<file path="src/rtl/sat_pkg.sv">
// Package: shared opcode encoding for the saturating arithmetic unit.
// Assumes a 4-bit opcode; codes not listed are treated as no operation.
package sat_pkg;

    typedef enum logic [3:0] {
        OP_NONE    = 4'd0,
        OP_SADD    = 4'd1,
        OP_SSUB    = 4'd2,
        OP_SDBL    = 4'd3,
        OP_UADD    = 4'd4,
        OP_USUB    = 4'd5,
        OP_SCLAMP  = 4'd6,
        OP_UCLAMP  = 4'd7,
        OP_SCLAMP2 = 4'd8,
        OP_UCLAMP2 = 4'd9
    } sat_op_e;

endpackage

</file>
<file path="src/rtl/sat_arith.sv">
// Module: sat_arith
// Combinational saturating add, subtract and doubling on W-bit words.
// Assumes W >= 3. Produces a zero result and no saturation for any
// opcode it does not handle.
module sat_arith
    import sat_pkg::*;
#(
    parameter int W = 32
) (
    input  sat_op_e        op,
    input  logic [W-1:0]   a,
    input  logic [W-1:0]   b,
    output logic [W-1:0]   res,
    output logic           sat
);

    localparam logic [W-1:0] SMAX = {1'b0, {(W-1){1'b1}}};
    localparam logic [W-1:0] SMIN = {1'b1, {(W-1){1'b0}}};

    logic [W:0]   usum;
    logic [W:0]   udiff;
    logic [W-1:0] sclamp;
    logic         dbl_hi;
    logic         dbl_lo;

    // Wide sum and difference expose the carry and the borrow.
    always_comb begin
        usum   = {1'b0, a} + {1'b0, b};
        udiff  = {1'b0, a} - {1'b0, b};
        sclamp = a[W-1] ? SMIN : SMAX;
        dbl_hi = !a[W-1] && a[W-2];
        dbl_lo = a[W-1] && (!a[W-2] || (a[W-3:0] == '0));
    end

    // Select the operation and apply its clamp rule.
    always_comb begin
        res = '0;
        sat = 1'b0;
        unique case (op)
            OP_SADD: begin
                sat = (a[W-1] == b[W-1]) && (usum[W-1] != a[W-1]);
                res = sat ? sclamp : usum[W-1:0];
            end
            OP_SSUB: begin
                sat = (a[W-1] != b[W-1]) && (udiff[W-1] != a[W-1]);
                res = sat ? sclamp : udiff[W-1:0];
            end
            OP_SDBL: begin
                sat = dbl_hi || dbl_lo;
                if (dbl_hi)      res = SMAX;
                else if (dbl_lo) res = SMIN;
                else             res = {a[W-2:0], 1'b0};
            end
            OP_UADD: begin
                sat = usum[W];
                res = sat ? {W{1'b1}} : usum[W-1:0];
            end
            OP_USUB: begin
                sat = udiff[W];
                res = sat ? '0 : udiff[W-1:0];
            end
            default: begin
                res = '0;
                sat = 1'b0;
            end
        endcase
    end

endmodule

</file>
<file path="src/rtl/sat_clamp.sv">
// Module: sat_clamp
// Combinational clamp of a signed W-bit value to a signed range
// [-2^n, 2^n-1] or an unsigned range [0, 2^n-1].
// Assumes n may reach or exceed W; the range then covers every input.
module sat_clamp #(
    parameter int W  = 32,
    parameter int NW = 5
) (
    input  logic [W-1:0]  val,
    input  logic [NW-1:0] n,
    input  logic          is_signed,
    output logic [W-1:0]  res,
    output logic          sat
);

    logic        [W-1:0] mask;
    logic signed [W-1:0] shr;
    logic                s_hi;
    logic                s_lo;
    logic                u_lo;
    logic                u_hi;

    // Range limit and the bits above the range.
    always_comb begin
        mask = (W'(1) << n) - W'(1);
        shr  = $signed(val) >>> n;
        s_hi = !shr[W-1] && (shr != '0);
        s_lo = shr[W-1] && (shr != '1);
        u_lo = val[W-1];
        u_hi = !val[W-1] && (val > mask);
    end

    // Pick the clamped value and flag.
    always_comb begin
        if (is_signed) begin
            sat = s_hi || s_lo;
            if (s_hi)      res = mask;
            else if (s_lo) res = ~mask;
            else           res = val;
        end else begin
            sat = u_lo || u_hi;
            if (u_lo)      res = '0;
            else if (u_hi) res = mask;
            else           res = val;
        end
    end

endmodule

</file>
<file path="src/rtl/sat_sticky.sv">
// Module: sat_sticky
// Sticky saturation flag. A set in the same cycle as a clear wins.
// Assumes synchronous active-low reset.
module sat_sticky (
    input  logic clk,
    input  logic rst_n,
    input  logic set,
    input  logic clr,
    output logic flag
);

    // Hold, clear or set the flag at each edge.
    always_ff @(posedge clk) begin
        if (!rst_n) flag <= 1'b0;
        else        flag <= (flag && !clr) || set;
    end

    a_r10_set_flag: assert property (@(posedge clk) disable iff (!rst_n)
        set |=> flag);

    a_r10_hold_flag: assert property (@(posedge clk) disable iff (!rst_n)
        (flag && !clr) |=> flag);

    a_r11_clear_flag: assert property (@(posedge clk) disable iff (!rst_n)
        (clr && !set) |=> !flag);

endmodule

</file>
<file path="src/rtl/sat_unit.sv">
// Module: sat_unit (top)
// Saturating arithmetic unit: word add/sub/double, word clamp and
// dual-halfword clamp to a programmable width, with a registered result
// and a sticky saturation flag. Assumes DATA_W is even and at least 4.
module sat_unit
    import sat_pkg::*;
#(
    parameter int DATA_W = 32
) (
    input  logic                      clk,
    input  logic                      rst_n,
    input  logic [3:0]                op_code,
    input  logic [DATA_W-1:0]         opnd_a,
    input  logic [DATA_W-1:0]         opnd_b,
    input  logic [$clog2(DATA_W)-1:0] sat_width,
    input  logic                      flag_clr,
    output logic [DATA_W-1:0]         result,
    output logic                      sat_flag
);

    localparam int NW     = $clog2(DATA_W);
    localparam int LANES  = 2;
    localparam int HALF_W = DATA_W / LANES;

    sat_op_e           op_e;
    logic [DATA_W-1:0] ar_res;
    logic              ar_sat;
    logic [DATA_W-1:0] wd_res;
    logic              wd_sat;
    logic [DATA_W-1:0] lane_res;
    logic [LANES-1:0]  lane_sat;
    logic [DATA_W-1:0] nxt_res;
    logic              nxt_sat;

    assign op_e = sat_op_e'(op_code);

    sat_arith #(.W(DATA_W)) i_arith (
        .op  (op_e),
        .a   (opnd_a),
        .b   (opnd_b),
        .res (ar_res),
        .sat (ar_sat)
    );

    sat_clamp #(.W(DATA_W), .NW(NW)) i_word_clamp (
        .val       (opnd_a),
        .n         (sat_width),
        .is_signed (op_e == OP_SCLAMP),
        .res       (wd_res),
        .sat       (wd_sat)
    );

    for (genvar g = 0; g < LANES; g++) begin : g_lane
        sat_clamp #(.W(HALF_W), .NW(NW)) i_half_clamp (
            .val       (opnd_a[g*HALF_W +: HALF_W]),
            .n         (sat_width),
            .is_signed (op_e == OP_SCLAMP2),
            .res       (lane_res[g*HALF_W +: HALF_W]),
            .sat       (lane_sat[g])
        );
    end

    // Route the active operation's result and saturation.
    always_comb begin
        unique case (op_e)
            OP_SADD, OP_SSUB, OP_SDBL, OP_UADD, OP_USUB: begin
                nxt_res = ar_res;
                nxt_sat = ar_sat;
            end
            OP_SCLAMP, OP_UCLAMP: begin
                nxt_res = wd_res;
                nxt_sat = wd_sat;
            end
            OP_SCLAMP2, OP_UCLAMP2: begin
                nxt_res = lane_res;
                nxt_sat = |lane_sat;
            end
            default: begin
                nxt_res = '0;
                nxt_sat = 1'b0;
            end
        endcase
    end

    // Register the result.
    always_ff @(posedge clk) begin
        if (!rst_n) result <= '0;
        else        result <= nxt_res;
    end

    sat_sticky i_sticky (
        .clk   (clk),
        .rst_n (rst_n),
        .set   (nxt_sat),
        .clr   (flag_clr),
        .flag  (sat_flag)
    );

    a_r1_reset_state: assert property (@(posedge clk)
        !rst_n |=> (result == '0 && !sat_flag));

    a_r5_uadd_ceiling: assert property (@(posedge clk) disable iff (!rst_n)
        (op_code == 4'd4 && ({1'b0, opnd_a} + {1'b0, opnd_b}) > {1'b0, {DATA_W{1'b1}}})
        |=> (result == {DATA_W{1'b1}} && sat_flag));

    a_r6_usub_floor: assert property (@(posedge clk) disable iff (!rst_n)
        (op_code == 4'd5 && opnd_b > opnd_a) |=> (result == '0 && sat_flag));

    a_r12_idle_opcode: assert property (@(posedge clk) disable iff (!rst_n)
        ((op_code == 4'd0 || op_code > 4'd9) && !flag_clr)
        |=> (result == '0 && $stable(sat_flag)));

    a_r2_sadd_positive: assert property (@(posedge clk) disable iff (!rst_n)
        (op_code == 4'd1 && !opnd_a[DATA_W-1] && !opnd_b[DATA_W-1])
        |=> !result[DATA_W-1]);

endmodule

</file>
<file path="config.mk">
export PLATFORM = sky130hd
export DESIGN_NAME = sat_unit
export DESIGN_NICKNAME = d
export VERILOG_FILES = /design/src/rtl/sat_pkg.sv /design/src/rtl/sat_arith.sv /design/src/rtl/sat_clamp.sv /design/src/rtl/sat_sticky.sv /design/src/rtl/sat_unit.sv
export SDC_FILE = /design/constraint.sdc
export NUM_CORES = 1
export LEC_CHECK = 0
export BUFFER_PORTS_ARGS = -buffer_cell sky130_fd_sc_hd__clkbuf_2
export CAP_MARGIN = 20
export CORE_UTILIZATION = 44
export CTS_CLUSTER_SIZE = 10
export DETAILED_ROUTE_END_ITERATION = 10
export SETUP_SLACK_MARGIN = 0.15
export SKIP_LAST_GASP = 1
export SLEW_MARGIN = 30
export SYNTH_ARGS = -nofsm -noshare
export SYNTH_HDL_FRONTEND = slang
export SYNTH_HIERARCHICAL = 1
export SYNTH_SLANG_ARGS = --single-unit
</file>
<file path="constraint.sdc">
create_clock -name clk -period 14.5 [get_ports clk]
set_input_delay 1.45 -clock clk [delete_from_list [all_inputs] [get_ports clk]]
set_output_delay 1.45 -clock clk [all_outputs]
set_load 0.01 [all_outputs]
</file>
### Word-level counts from Yosys, hierarchy flattened

Index checks and enable logic that the tools add are counted.

* reduce and logical (&&, ||, !) cells: 38
* shift operators: 5
* equal/unequal tests: 16
* bitwise gates (word level): 2
* mux-type cells: 29
* $add $sub $neg: 4
* magnitude comparators: 3

Operators by type and width (number)
* $mux W32: 12
* $mux W16: 10
* $pmux W32 S5: 1
* $pmux W32 S3: 1
* $add A32 B32 Y33: 1
* $sub A32 B32 Y33: 1
* $gt A16 B16 Y1: 2
* $gt A32 B32 Y1: 1
* $ne A16 B16 Y1 const B: 2
* $ne A32 B32 Y1 const B: 1
* $not A32 Y32: 1
* $reduce_bool A16 Y1: 2
* $reduce_bool A32 Y1: 1
* $shl A1 B5 Y32 const A: 1
* $sshr A16 B5 Y16: 2
* $sshr A32 B5 Y32: 1
* $sub A32 B2 Y32 const B: 1
* $logic_not A30 Y1: 1
* $eq A4 B3 Y1 const B: 4
* $not A16 Y16: 1
* $shl A1 B5 Y16 const A: 1
* $sub A16 B2 Y16 const B: 1
* $logic_and A1 B1 Y1: 14
* $logic_or A1 B1 Y1: 9
* 11 further kinds: 25

* output and inout port bits: 33
* register bits: 33
* input port bits: 76

### Longest topological paths before layout

Gate-level depths: netlist (run 1).

* depth after elaboration: 9
* gate-level depth with buffers: 28

### By module

The synthesis (run 1) kept the hierarchy.

Modules (own cells, without submodules)
* sat_arith: cells an instance 768, area each 4903.5 µm², instances 1, sequential area each 0.0 µm²
* sat_clamp (i_word_clamp): cells an instance 644, area each 4827.1 µm², instances 1, sequential area each 0.0 µm²
* sat_clamp (g_lane[0].i_half_clamp): cells an instance 308, area each 2287.2 µm², instances 1, sequential area each 0.0 µm²
* sat_clamp (g_lane[1].i_half_clamp): cells an instance 292, area each 2258.4 µm², instances 1, sequential area each 0.0 µm²
* sat_unit: cells an instance 159, area each 1381.3 µm², instances 1, sequential area each 640.6 µm²
* sat_sticky: cells an instance 3, area each 41.3 µm², instances 1, sequential area each 20.0 µm²

### Least setup slack after synthesis (run 1)

OpenSTA, ideal clock, no wires.

* path kind: input to register
* from: input port sat_width[0]
* to: register result[12]
* slack: 7956 ps
* required time: 14377 ps
* cell stages on the path: 27
* buffers on the path: 7
* arrival: 6422 ps
* library setup time: 123 ps
* path through: buf_6 -> buf_12 -> buf_2 -> buf_2 -> clkbuf_1 -> nand3_1 -> ha_1 -> clkbuf_1 -> or2_2 -> o21ai_0 -> nand2_1 -> a21oi_1 -> nor2_1 -> ha_1 -> nand4_1 -> nor4_1 -> nand3_1 -> a21oi_1 -> o31ai_1 -> a21boi_0 -> nor2_1 -> nor2_1 -> o21ai_1 -> buf_2 -> a221o_1 -> a22oi_1 -> a21oi_1

* cells in the longest elaborated chain, start to end: 8
* elaborated cells between the ends (all ways): 33
* those cells by class: 2 x add/sub; 2 x order compare; 2 x eq/ne; 4 x shift; 11 x mux; 2 x bitwise; 10 x reduce/logical

Ends and longest elaborated chain
* start, declared: line sat_unit.sv:15 `input logic [$clog2(DATA_W)-1:0] sat_width,`
* $shl A1 B5 Y32: line sat_clamp.sv:25 `mask = (W'(1) << n) - W'(1);`
* $sub A32 B2 Y32: line sat_clamp.sv:25
* $gt A32 B32 Y1: line sat_clamp.sv:30 `u_hi = !val[W-1] && (val > mask);`
* $logic_and A1 B1 Y1: line sat_clamp.sv:30
* $mux W32: line sat_clamp.sv:43 `else if (u_hi) res = mask;`
* $mux W32: line sat_clamp.sv:42 `if (u_lo) res = '0;`
* $mux W32 (*): line sat_clamp.sv:35 `if (is_signed) begin`
* net wd_res[12]: line sat_unit.sv:28 `logic [DATA_W-1:0] wd_res;`
* $pmux W32 S3 (*): line sat_unit.sv:65 `unique case (op_e)`
* end signal, assigned: line sat_unit.sv:88 `else result <= nxt_res;`
* end, declared: line sat_unit.sv:17 `output logic [DATA_W-1:0] result,`

Mark *: on every way through the listed nets, which the timed path passes. The rest lies on a longest branch.
A chain may end at the register's enable or synchronous reset.

### Worst setup path in the final report (run 1)

* from: input port sat_width[1]
* to: register result[3]

The elaborated chain is that of the path after synthesis.

==> reports/results.ini, run 1 <==
[clocking]
cts_root_buf=clkbuf_16
path_clk_slew_ps=60
clk_latency_ps=280
cts-buffers-inserted=5
cts_tree=yes
ctsResizeCount=0
htreeDepth=2
cts.sink_count=33
post_cts_buffers=0
cts_hold_buf=0
clk_path_buf_depth=2

[outcome]
status=finished, final reports clean

[pwr]
power.density_nw_per_um2=49.9
vdd_ir_drop_max_mv=0.0464
power_mw=0.818
p_leak_nw=6.59

[sta]
grt_setup_unrepaired=no
setup_violations=0
skew_ps=0
max_slew_margin=0.307
maxSlewViolCount=0
setup-tns-final_ps=0
finalHoldViolCount=0
max_freq_mhz=119
tightest_slew_ps=1040
fin_crit_ps=8410
hold_slack_ps=691
finalCritPeriodShare=0.580

[worst_setup_path]
worst_ep_required_time_ps=14630
crit_type=primary input to flop
critPathArrivalTime_ps=8550
crit_fanout=63
cp-start-kind=primary input
cp-end-kind=flop

[yosys]
yosys_warnings=6
syn-num-nets=2378
ys.flop_type=dfxtp_1
synth-async-reset-ratio=0
synth-edff-count=0
syn_area_um2=15700
yosys_register_bits=33
ys_seq_area_frac=0.0421
syn_avg_cell_area_um2=7.22
yosysUniqueCellTypes=117
synth_cells=2174

[job]
cap_violations=0

[final_layout]
post-route-cell-area_um2=16400
layout.cells.most_common=a21oi_1
instances_no_fill=2604
syn_to_final_growth_pct=4.53
drive_above_1_share=0.150
nets=2352
layout_common_cells=a21oi_1, nand2_1, o21ai_0
diodes=0

[placed_design]
placed_cells=2596
gp_congestion=1.02
place_hpwl_mm=47.7
postPlaceCellArea_um2=16300
portBuffers=108

[global_routing]
grt_max_degree=98
antenna_found_initial=1
grt_overflow_total=0
grt_pass1_vias=16800
grt_use_total=0.355
grt_pass1_wl_mm=101

[routing]
drc=0
first_pass_iters=5
wl_mm=66.6
vias=18400
via_per_inst=7.05
drt-wirelength-per-cell_um=25.6
postRouteAntennaNets=0
drt_iter0_markers=2246

[worst_hold_path]
hp-class=flop to flop

[floorplan]
core.rowCount=68
pin_count=109
coreArea_um2=34800
die_w_um=191
start_util=0.451
dieArea_um2=36400
die_y_um=191

[metrics by stage]
step,setup WS (ps),utilization
4_1_cts,6310,0.471
3_3_place_gp,6180,0.466
2_1_floorplan,7960,-
5_1_grt,5420,0.472
6_report,6090,0.472
3_5_place_dp,6040,0.467
[sequential cells by signal, indices dropped and copies added (netlist names)]
register       cells
i_sticky/flag      1
result            32
[final timing paths]
path | start | end | slack [ps] | cells past startpoint
setup reg to reg | i_sticky/flag | i_sticky/flag | 13750 | 2
setup / recovery | sat_width[1] | result[3] | 6090 | 22
hold reg to reg | i_sticky/flag | i_sticky/flag | 690 | 2
hold / removal | i_sticky/flag | i_sticky/flag | 690 | 2
[worst max-delay path: stages]
cell,delay [ps]
buf_4,420
buf_4,660
nor2_1,250
nand2_1,230
ha_1,630
nand2b_1,200
nor3_1,590
nor2_1,210
ha_1,340
nand4_1,160
nor4_1,500
nand3_1,130
a21oi_1,240
o31ai_1,130
a21boi_0,540
nor2_1,210
nor2_1,340
o21ai_1,320
buf_4,310
a221o_1,360
a22oi_1,160
a21oi_1,90
[synthesized netlist by cell type (15+ instances only)]
library cell,number,area [um^2]
a21o_1,15,113
nor2_1,133,499
inv_1,124,465
nor4_1,31,194
nand2b_1,34,213
ha_1,125,1560
nand2_1,162,608
o31ai_1,21,158
or4_1,23,173
nand4_1,37,231
mux2i_1,76,761
mux2_1,15,169
nand3_1,98,490
dfxtp_1,33,661
a21oi_1,181,906
buf_2,69,345
o21ai_0,135,676
a22oi_1,50,375
nor2b_1,27,169
xnor2_1,53,464
o21a_1,15,113
and2_1,18,113
nor3_1,52,260
a211oi_1,28,210
a31oi_1,24,150
mux4_2,56,1260
mux2_2,48,541
a221o_1,22,220
clkbuf_1,82,308
o211ai_1,26,195
o22ai_1,49,307
[power breakdown]
group | switching [mW] | leakage [nW] | internal (mW)
clock network | 0.0446 | 0.0696 | 0.0631
registers | 0.00228 | 0.267 | 0.0942
logic | 0.388 | 6.25 | 0.226
[cells by family after synthesis]
kind of cell | after synthesis | synth area share
mux | 198 | 0.178
compound gates | 728 | 0.314
flops | 33 | 0.0421
buf+inv | 312 | 0.0893
simple gates | 706 | 0.235
xor+xnor | 65 | 0.0363
other cells | 1 | 0.000239
fa+ha+maj | 131 | 0.105
[area by class of cell]
cell class              instances  area (um^2)
clock buffers                   5          125
clock inverters                 3         17.5
inverters                     130          488
multi-input cells            1829        13700
well taps                     455          569
repair buffers                149          871
flip-flops and latches         33          661
fillers                      3600        18400
[routing by layer]
metal | global-route usage | vias to the layer above | wire [um]
met3 | 0.0431 | 123 | 6370
met4 | 0.104 | 0 | 1970
met5 | 0 | - | 0
met2 | 0.550 | 1091 | 29700
met1 | 0.508 | 8878 | 28600
li1 | - | 8269 | -
No activity file was read; power rests on OpenSTA's default activity.
==> inputs of run 2 (changes only) <==
==> constraint.sdc (replaced) <==
create_clock -name clk -period 7.4 [get_ports clk]
set_input_delay 0.74 -clock clk [delete_from_list [all_inputs] [get_ports clk]]
set_output_delay 0.74 -clock clk [all_outputs]
set_load 0.01 [all_outputs]
==> run 2 against run 1 <==
  * Clock skew unchanged
  * Via count about the same
  * Utilization up 0.32 points
  * Total power up 98%
  * Final cell count up 0.65%
  * Die area unchanged
  * Setup slack worse by 5000 ps
  * Global-route usage up 2.0 points
  * Flip-flop and latch count unchanged
  * Critical endpoint is now result[7]
  * Highest routed layer unchanged
==> reports/results.ini, run 2 (same netlist as run 1, synthesis figures left out) <==
[outcome]
status=finished, final reports clean

[sta]
grt_setup_unrepaired=no
finalHoldViolCount=0
maxSlewViolCount=0
skew_ps=0
tightest_slew_ps=959
finalCritPeriodShare=0.853
max_slew_margin=0.359
setup-tns-final_ps=0
fin_crit_ps=6320
max_freq_mhz=158
hold_slack_ps=574
setup_violations=0

[final_layout]
diodes=0
nFillCells=3573
layout.cells.most_common=a21oi_1
fin_util=0.475
largest_reg_flops=32
drive_above_1_share=0.155
reg_top3=result x32, i_sticky/flag x1
syn_to_final_growth_pct=5.24
nets=2369
post-route-cell-area_um2=16500
layout_common_cells=a21oi_1, nand2_1, o21ai_0
largest_register=result

[clocking]
ctsResizeCount=0
clk_latency_ps=280
cts-buffers-inserted=5
cts_root_buf=clkbuf_16
cts.sink_count=33
htreeDepth=2
path_clk_slew_ps=60
post_cts_buffers=0
cts_hold_buf=0
cts_tree=yes
clk_path_buf_depth=2

[routing]
via_per_inst=7.01
wl_mm=70.2
drt_iter0_markers=2213
postRouteAntennaNets=0
drt-wirelength-per-cell_um=26.8
first_pass_iters=7
drc=0
vias=18400

[pwr]
p_int_mw=0.755
p_switching_mw=0.867
power.density_nw_per_um2=98.2
vdd_ir_drop_max_mv=0.0985
p_leak_nw=6.66
swShare=0.535
power_mw=1.62
p_comb_frac=0.755
pwr-share-clk=0.128
seqPwrFrac=0.117

[worst_setup_path]
r2r_start=i_sticky/flag
cp-start-kind=primary input
worst_ep_required_time_ps=7530
crit_type=primary input to flop
cp-end-kind=flop
startpoint=sat_width[2]
critPathArrivalTime_ps=6450
crit_fanout=17

[floorplan]
coreArea_um2=34800
core.rowCount=68
start_util=0.451
die_w_um=191
die_y_um=191
pin_count=109
dieArea_um2=36400

[global_routing]
antenna_found_initial=1
grt_max_degree=85
grt_pass1_vias=17000
grt_pass1_wl_mm=105
grt_overflow_total=0
grt_use_total=0.375

[placed_design]
postPlaceCellArea_um2=16400
portBuffers=108
gp_congestion=1.03
place_hpwl_mm=51.3

[job]
cap_violations=0

[worst_hold_path]
min_from=i_sticky/flag
hp-class=flop to flop

## run 2: layout make-up
class | instances | area (um^2) | share of cell area
clock buffers | 5 | 125 | 0.00757
clock inverters | 3 | 17.5 | 0.00106
inverters | 130 | 488 | 0.0295
multi-input cells | 1829 | 13700 | 0.826
flip-flops and latches | 33 | 661 | 0.0400
well taps | 455 | 569 | 0.0345
repair buffers | 166 | 1010 | 0.0610
## run 2: power by group through the flow
stage / Clock [mW] / Combinational (mW) / Sequential (mW)
6_report: 0.208 / 1.23 / 0.189
5_1_grt: 0.219 / 1.31 / 0.189
4_1_cts: 0.209 / 1.19 / 0.189
3_5_place_dp: 0 / 1.19 / 0.193
3_3_place_gp: 0 / 1.18 / 0.193
2_1_floorplan: 0 / 0.827 / 0.194
## run 2: stage by stage
step | setup WS, ps | cells
detailed placement | 981 | 2613
finish | 1080 | 2621
CTS | 1280 | 2621
global placement | 1080 | 2612
floorplan | 1570 | 2174
global route | 700 | 2621
## run 2: routing by layer
layer  part of all wire  vias up  routed length [um]  track usage
li1                   -     8299                   -            -
met1               0.41     8752               29100        0.505
met2               0.44     1089               30900        0.589
met3              0.089      225                6280       0.0439
met4              0.056        0                3930        0.183
met5                  0        -                   0            0
## run 2: worst paths after layout
path         cells past startpoint  slack [ps]             to
max                             23        1080      result[7]
min                              2         570  i_sticky/flag
max reg2reg                      2        6720  i_sticky/flag
min reg2reg                      2         570  i_sticky/flag
## run 2: critical path: stages
cell      delay [ps]
buf_4            130
or2_2            380
nor2_1           470
nand2_1          230
ha_1             320
buf_4            220
nand2_1          160
a21boi_0         180
o21ai_0           90
a21boi_0         410
ha_1             330
and4_1           190
nand3_1          110
o21ai_0          100
o31ai_1          430
a21boi_0         200
buf_4            190
o21ai_1          610
buf_4            340
nor3_1            60
a221o_1          260
a22oi_1          190
a21oi_1          100
==> inputs of run 3 (changes only) <==
--- a/config.mk
+++ b/config.mk
@@ -5,11 +5,11 @@
 export SDC_FILE = /design/constraint.sdc
 export NUM_CORES = 1
 export LEC_CHECK = 0
-export BUFFER_PORTS_ARGS = -buffer_cell sky130_fd_sc_hd__clkbuf_2
 export CAP_MARGIN = 20
 export CORE_UTILIZATION = 44
 export CTS_CLUSTER_SIZE = 10
 export DETAILED_ROUTE_END_ITERATION = 10
+export DONT_BUFFER_PORTS = 1
 export SETUP_SLACK_MARGIN = 0.15
 export SKIP_LAST_GASP = 1
 export SLEW_MARGIN = 30
==> constraint.sdc (replaced) <==
create_clock -name clk -period 6 [get_ports clk]
set_input_delay 0.6 -clock clk [delete_from_list [all_inputs] [get_ports clk]]
set_output_delay 0.6 -clock clk [all_outputs]
set_load 0.01 [all_outputs]
==> run 3 against run 2 <==
  * Setup slack worse by 630 ps
  * Die area unchanged
  * Critical path depth rose by 1
  * Count of clock-buffer cells in the layout is 1 higher
  * Via count shrank 3.3%
  * Worst hold slack lost 140 ps
  * Sequential share of layout area up 0.17 points
  * Highest routed layer unchanged
  * Clock skew unchanged
  * Critical endpoint is now result[0]
  * Sequential power is 26% higher
  * Final cell count down 4.9%
  * First-iteration DRC count rose by 5.8%
  * Largest power group unchanged
==> reports/results.ini, run 3 (same netlist as run 1, synthesis figures left out) <==
[clocking]
cts_root_buf=clkbuf_16
path_clk_slew_ps=60
cts-buffers-inserted=5
post_cts_buffers=0
cts_hold_buf=0
clk_path_buf_depth=2
cts.sink_count=33
cts_tree=yes
ctsResizeCount=0
htreeDepth=2
clk_latency_ps=280

[floorplan]
coreArea_um2=34800
pin_count=109
die_y_um=191
start_util=0.451
core.rowCount=68
dieArea_um2=36400
die_w_um=191

[final_layout]
seq_area_um2=661
syn_to_final_growth_pct=0.917
multi_input_comb_area_um2=13700
post-route-cell-area_um2=15800
instances_no_fill=2493
largest_register=result
drive_above_1_share=0.104
largest_reg_flops=32
nFillCells=3616
fin_util=0.455
layout.cells.most_common=a21oi_1
diodes=0
layout_common_cells=a21oi_1, nand2_1, o21ai_0
nets=2241
reg_top3=result x32, i_sticky/flag x1

[worst_setup_path]
critical_path.cell_chain=or2_2 -> nor2_1 -> nand2_1 -> ha_1 -> or2_2 -> o21ai_0 -> nand2_1 -> a21oi_1 -> nor2_1 -> ha_1 -> nand4_1 -> nor4_1 -> nand3_1 -> a21oi_1 -> o31ai_1 -> a21boi_0 -> buf_4 -> o21ai_1 -> buf_4 -> nor2_1 -> mux2i_1 -> o21ai_1 -> a22oi_1 -> a21oi_1
path_delay_family=simple AND/OR/NAND/NOR gates
startpoint=sat_width[2]
cp-start-kind=primary input
cp-end-kind=flop
critPathArrivalTime_ps=5730
crit_fanout=137
crit_type=primary input to flop
worst_ep_required_time_ps=6190
cp_slowest_stage_delay_ps=430
cp_slowest_cell=nor4_1
crit_buf_inv=2
r2r_start=i_sticky/flag

[routing]
drt_iter0_markers=2341
wl_mm=67.0
drc=0
via_per_inst=7.13
postRouteAntennaNets=0
drt-wirelength-per-cell_um=26.9
vias=17800
first_pass_iters=7

[placed_design]
postPlaceCellArea_um2=15700
gp_congestion=1.03
placed_cells=2485
portBuffers=0
place_hpwl_mm=47.0

[sta]
finalCritPeriodShare=0.924
tightest_slew_ps=994
finalHoldViolCount=0
maxSlewViolCount=0
hold_slack_ps=437
setup_violations=0
setup-tns-final_ps=0
skew_ps=0
max_freq_mhz=180
max_slew_margin=0.336
fin_crit_ps=5540
grt_setup_unrepaired=no

[global_routing]
grt_use_total=0.353
grt_pass1_wl_mm=100
grt_overflow_total=0
antenna_found_initial=0
grt_max_degree=150
grt_pass1_vias=16300

[worst_hold_path]
min_from=rst_n
hp-class=primary input to flop

[pwr]
p_leak_nw=6.11
vdd_ir_drop_max_mv=0.104
power.density_nw_per_um2=114

[outcome]
status=finished, final reports clean

[job]
cap_violations=0

-- run 3: changes by cell type in the layout (fill, tap and decap cells not counted), sizes merged --
cell,before,now
clkbuf,108,6
buf,63,38
clkinv,6,4
bufinv,0,1
-- run 3: layer usage --
| metal | up-vias | part of all wire | GRT usage |
|---|---|---|---|
| li1 | 8049 | - | - |
| met1 | 8571 | 0.43 | 0.488 |
| met5 | - | 0 | 0 |
| met4 | 0 | 0.042 | 0.127 |
| met2 | 978 | 0.43 | 0.544 |
| met3 | 167 | 0.097 | 0.0635 |
-- run 3: per-stage QoR --
stage	power (mW)	setup WS, ps
6_report	1.80	456
5_1_grt	1.92	163
4_1_cts	1.77	707
3_5_place_dp	1.46	449
3_3_place_gp	1.46	630
2_1_floorplan	1.26	306
-- run 3: layout make-up --
class | instances | area share
inverter | 130 | 0.0308
timing repair buffer | 38 | 0.0180
sequential | 33 | 0.0417
tap | 455 | 0.0359
clock buffer | 6 | 0.00877
clock inverter | 2 | 0.00237
multi-input combinational | 1829 | 0.862
-- run 3: worst paths after layout --
check | slack [ps] | to | cells past startpoint
max reg2reg | 5280 | i_sticky/flag | 2
max | 460 | result[0] | 24
min | 440 | i_sticky/flag | 1
min reg2reg | 660 | i_sticky/flag | 2
-- run 3: report_power, final --
part	switching [mW]	leakage, nW	internal, mW
Combinational	0.725	5.76	0.528
Clock	0.104	0.0831	0.207
Sequential	0.0112	0.267	0.228
Total	0.840	6.11	0.963
-- run 3: worst reg2reg max path, stage by stage (launching register included) --
cell	delay (ps)
dfxtp_1	340
nor2b_4	130
o21a_1	150
